$ cat src/rtl/wdog_window.sv
module wdog_window (
  input  logic        clk,
  input  logic        rst_n,
  input  logic        bus_we,
  input  logic [2:0]  bus_addr,
  input  logic [15:0] bus_wdata,
  output logic [15:0] bus_rdata,
  output logic        irq,
  output logic        rst_req
);
  localparam int CW = 14;
  localparam int PW = 9;
  localparam int BW = CW + 3;
  typedef logic [BW-1:0] bw_t;
  typedef logic [CW-1:0] cnt_t;

  logic [15:0] cfg_q;
  logic [7:0]  resp_q;
  logic        cfg_used, resp_used, started, armed;
  cnt_t        cnt;
  logic [PW:0] pre;
  logic        uf_q, re_q, rst_req_q;

  logic [CW:0] period;
  logic [PW:0] div;

  always_comb begin
    case (cfg_q[1:0])
      2'd0: period = 15'd1024;
      2'd1: period = 15'd4096;
      2'd2: period = 15'd8192;
      default: period = 15'd16384;
    endcase
    case (cfg_q[7:4])
      4'd1: div = 10'd4;
      4'd2: div = 10'd64;
      4'd3: div = 10'd128;
      4'd4: div = 10'd512;
      4'd5: div = 10'd256;
      default: div = 10'd1;
    endcase
  end

  wire cnt_t reload  = cnt_t'(period - 15'd1);
  wire bw_t  quarter = bw_t'(period >> 2);
  wire bw_t  hi_b    = quarter * bw_t'(cfg_q[13:12]) + quarter;
  wire bw_t  lo_b    = quarter * bw_t'(2'd3 - cfg_q[9:8]);
  wire       in_win  = (bw_t'(cnt) <= hi_b) && (bw_t'(cnt) > lo_b);

  wire tick      = started && (pre == div - 10'd1);
  wire kick_wr   = bus_we && bus_addr == 3'd0;
  wire kick_fire = kick_wr && bus_wdata[7:0] == 8'hFF && armed;
  wire kick_ok   = kick_fire && (!started || in_win);
  wire kick_bad  = kick_fire && started && !in_win;
  wire uf_ev     = tick && cnt == '0;
  wire sts_wr    = bus_we && bus_addr == 3'd4;

  always_ff @(posedge clk or negedge rst_n) begin
    if (!rst_n) begin
      cfg_q     <= 16'h3353;
      resp_q    <= 8'h80;
      cfg_used  <= 1'b0;
      resp_used <= 1'b0;
      started   <= 1'b0;
      armed     <= 1'b0;
      cnt       <= '0;
      pre       <= '0;
      uf_q      <= 1'b0;
      re_q      <= 1'b0;
      rst_req_q <= 1'b0;
    end else begin
      if (kick_wr) armed <= bus_wdata[7:0] == 8'h00;
      if (bus_we && bus_addr == 3'd2 && !cfg_used && !started) begin
        cfg_q    <= bus_wdata;
        cfg_used <= 1'b1;
      end
      if (bus_we && bus_addr == 3'd6 && !resp_used && !started) begin
        resp_q    <= bus_wdata[7:0];
        resp_used <= 1'b1;
      end
      if (kick_ok) begin
        started <= 1'b1;
        cnt     <= reload;
        pre     <= '0;
      end else if (started) begin
        pre <= tick ? '0 : pre + 10'd1;
        if (tick) cnt <= (cnt == '0) ? reload : cnt - 1'b1;
      end
      uf_q      <= uf_ev    | (uf_q & (!sts_wr || bus_wdata[0]));
      re_q      <= kick_bad | (re_q & (!sts_wr || bus_wdata[1]));
      rst_req_q <= (uf_ev | kick_bad) & resp_q[7];
    end
  end

  assign irq     = ~resp_q[7] & (uf_q | re_q);
  assign rst_req = rst_req_q;

  always_comb begin
    case (bus_addr)
      3'd2: bus_rdata = cfg_q;
      3'd4: bus_rdata = {14'd0, re_q, uf_q};
      3'd6: bus_rdata = {8'd0, resp_q};
      default: bus_rdata = 16'd0;
    endcase
  end

  assert_pulse_R9: assert property (@(posedge clk) disable iff (!rst_n)
    rst_req |=> !rst_req);
  assert_cfg_lock_R7: assert property (@(posedge clk) disable iff (!rst_n)
    started |=> $stable(cfg_q) && $stable(resp_q));
  assert_count_R3: assert property (@(posedge clk) disable iff (!rst_n)
    (tick && cnt != '0 && !kick_ok) |=> cnt == $past(cnt) - 1'b1);
  assert_run_hold_R6: assert property (@(posedge clk) disable iff (!rst_n)
    started |=> started);
  assert_unlock_R2: assert property (@(posedge clk) disable iff (!rst_n)
    $rose(started) |-> $past(armed));
endmodule

$ cat config.mk
export PLATFORM = sky130hd
export DESIGN_NAME = wdog_window
export DESIGN_NICKNAME = d
export VERILOG_FILES = /design/src/rtl/wdog_window.sv
export SDC_FILE = /design/constraint.sdc
export NUM_CORES = 1
export LEC_CHECK = 0
export ABC_AREA = 1
export BUFFER_PORTS_ARGS = -buffer_cell sky130_fd_sc_hd__buf_2
export CAP_MARGIN = 20
export CORE_MARGIN = 4
export CORE_UTILIZATION = 50
export DETAILED_ROUTE_END_ITERATION = 16
export GPL_ROUTABILITY_DRIVEN = 1
export PLACE_DENSITY = 0.65
export SLEW_MARGIN = 5
export SYNTH_ARGS = -nofsm -noshare
export SYNTH_HDL_FRONTEND = slang
export SYNTH_SLANG_ARGS = --single-unit
$ cat constraint.sdc
create_clock -name clk -period 11.07 [get_ports clk]
set_clock_uncertainty 0.15 [all_clocks]
set_input_delay 1.6605 -clock clk [delete_from_list [all_inputs] [get_ports clk]]
set_output_delay 1.6605 -clock clk [all_outputs]
set_load 0.05 [all_outputs]
==> impl_metrics.ini <==
[floorplanning]
coreArea_sq_mm = 0.007727
initial_utilization_pct = 51.33
rows = 32
dieArea_sq_mm = 0.009422
io_pins = 40
die_w_microns = 97.07
die_h_microns = 97.07

[clock_tree]
cts_hold_buffers = 0
cts.sinks = 55
path_clk_slew_ns = 0.11
post_cts_buffers = 0
htree_levels = 2
ctsResizeCount = 0
clockBufferDepth = 2
cts_tree = yes
root_buffer = clkbuf_8
numCtsBuffers = 5
clock_latency_ns = 0.31

[layout]
most-common-layout-cells = nand2_1, inv_1, nor2_1
antenna_cells = 0
layout_commonest_cell = nand2_1
num-nets-final = 645
final_layout_size_suffix_gt1_share_pct = 12.71
syn2layout_area_growth_pct = 9.842

[synthesis]
netlist_area_sq_mm = 0.003966
yosysWarnings = 0
synth_top_cell_by_area = dfrtp_1
synth_flop_cell = dfrtp_1
synth_edf_count = 0
avgSynthCellArea_sq_um = 7.083
ys_ff_latch = 55
yosysTopAreaCellShare_pct = 29.02
syn_inst = 560
synth_cell_types = 37
ys_top_cells_by_area = dfrtp_1, nand2_1, inv_1
postSynth.asyncResetShare_pct = 100.0
synth_fp_nets = 608
seq_area_frac_synth_pct = 34.98

[sta]
slew_violations = 0
slew_headroom_pct = 43.28
setup_viol = 0
finalCritPeriodShare_pct = 44.63
layout_min_cycle_time_ns = 4.940
tns_ns = 0
hold_viol_final = 0
rsz0062_at_grt = no
fmax_mhz = 202.4
worst_slew_pin_slew_ns = 0.8461
whs_ns = 0.3463

[power_and_ir_drop]
ir_drop_mv = 0.08915
p_leak_uw = 0.002314
power_density_mw_per_mm2 = 92.83
p_comb_share_pct = 12.0
power.switching_uw = 108.8
switching_share_pct = 26.90
finalPower_uw = 404.4
clkPwrFrac_pct = 34.0
seqPwrFrac_pct = 54.0
p_int_uw = 295.6

[job]
drv_cap = 0

[worst_setup_path]
path_buf_inv = 3
crit_path_end_kind = output pin
worstSetupPathType = input pin to output pin
worstPathCellList = buf_2 -> nor3_1 -> inv_1 -> o221ai_1 -> buf_2
path_common_cell = buf_2
critPathArrivalTime_ns = 3.13
crit_family = buffers and inverters
critPathRequiredTime_ns = 9.26
startpoint_type = input pin
critical_path.slowest_cell = nor3_1
max_stage_delay_ns = 0.45
cp_max_fo = 13

[grt]
grt_pass1_wl_mm = 15.46
antenna_found_initial = 0
grt_start_max_net_pins = 56
gr-usage-all-layers_pct = 19.03
first_global_vias = 3465
gr-total-overflow = 0

[route]
ant_nets = 0
drcViolationCount = 0
dr.pass1.iters = 4
routedWlPerCell_microns = 12.33
drt_iter0_drc = 94
via_per_inst = 5.007
dr_total_vias = 3505
wl_mm = 8.633

[placed_design]
gp_congestion = 0.8149
portBuffers = 39
detailed_place_hpwl_mm = 6.687

[worst_hold_path]
holdCritPathClass = register to register

[run_status]
outcome = finished clean
cell type report:
cell class / count / area, sq um
clock buffers: 5 / 68.82
clock inverters: 3 / 46.29
fillers: 751 / 3371
inverters: 87 / 326.6
multi-input cells: 407 / 2190
flip-flops and latches: 55 / 1388
well taps: 102 / 127.6
repair buffers: 41 / 210.2
through the flow:
stage	utilization [%]	std cells	cell area (sq um)	worst slack, ns
floorplan	-	560	3966	6.117
global placement	54.89	692	4242	6.154
detailed placement	54.89	692	4242	6.129
CTS	56.38	700	4357	6.133
global route	56.38	700	4357	5.880
finish	56.38	700	4357	6.130
cells by family after synthesis:
| kind of cell | share of synthesized area (%) |
|---|---|
| DFF | 34.98 |
| xor gates and xnor gates | 5.521 |
| adders and majority gates | 8.770 |
| and+or+nand+nor | 33.75 |
| AOI/OAI and AO/OA | 7.161 |
| buffers and inverters | 9.811 |
worst register-to-register path, stage by stage, from the launching register on:
cell and delay, ns:
dfstp_2 0.64, nand2_1 0.15, inv_1 0.18, nand2_1 0.10, fa_1 0.51, inv_1 0.04
ha_1 0.34, nand3_1 0.10, nand3_1 0.08, xor2_1 0.15, ha_1 0.32, nand3_1 0.08
nor2_1 0.12, nor2_1 0.05, nand2_1 0.07, nand3_1 0.09, nand3_1 0.13, nand2_2 0.11
nand2_2 0.37, nand2_4 0.20, nand2_1 0.11, nand2_1 0.06
synthesized netlist by cell type (4+ instances only):
cell type	count
a21oi_1	13
clkbuf_1	6
dfrtp_1	46
dfstp_2	9
ha_1	23
inv_1	85
nand2_1	145
nand3_1	48
nand4_1	10
nor2_1	70
nor3_1	12
o21ai_0	27
xnor2_1	4
xor2_1	21
final timing paths:
check	startpoint	endpoint	slack, ns	cells after the start
min in group asynchronous	rst_n	cfg_q[14]	1.32	2
max in group asynchronous	rst_n	pre[1]	8.98	2
worst max-delay path	bus_addr[2]	bus_rdata[1]	6.13	5
worst max register to register	cfg_q[1]	cnt[13]	6.86	21
worst min-delay path	cfg_used	cfg_used	0.35	2
worst min register to register	cfg_used	cfg_used	0.35	2
metal layers:
layer | GRT usage, % | vias up | part of all wire [%]
li1 | - | 1842 | -
met2 | 33.65 | 46 | 48
met5 | 0 | - | 0
met3 | 2.441 | 5 | 2.6
met1 | 25.31 | 1612 | 49
met4 | 3.132 | 0 | 0.63
registers in the layout (all words and copies together), names as in the netlist:
register   count
resp_q         8
cfg_q         16
re_q           1
rst_req        1
pre           10
armed          1
cfg_used       1
started        1
cnt           14
uf_q           1
resp_used      1
power by group through the flow:
stage	Combinational, uW	Clock [uW]	Sequential [uW]
3_3_place_gp	48.6	0	222
4_1_cts	49.2	141	218
5_1_grt	55.0	150	220
6_report	48.7	137	218
2_1_floorplan	31.6	0	221
3_5_place_dp	48.8	0	222
(Power assumes the default switching activity.)
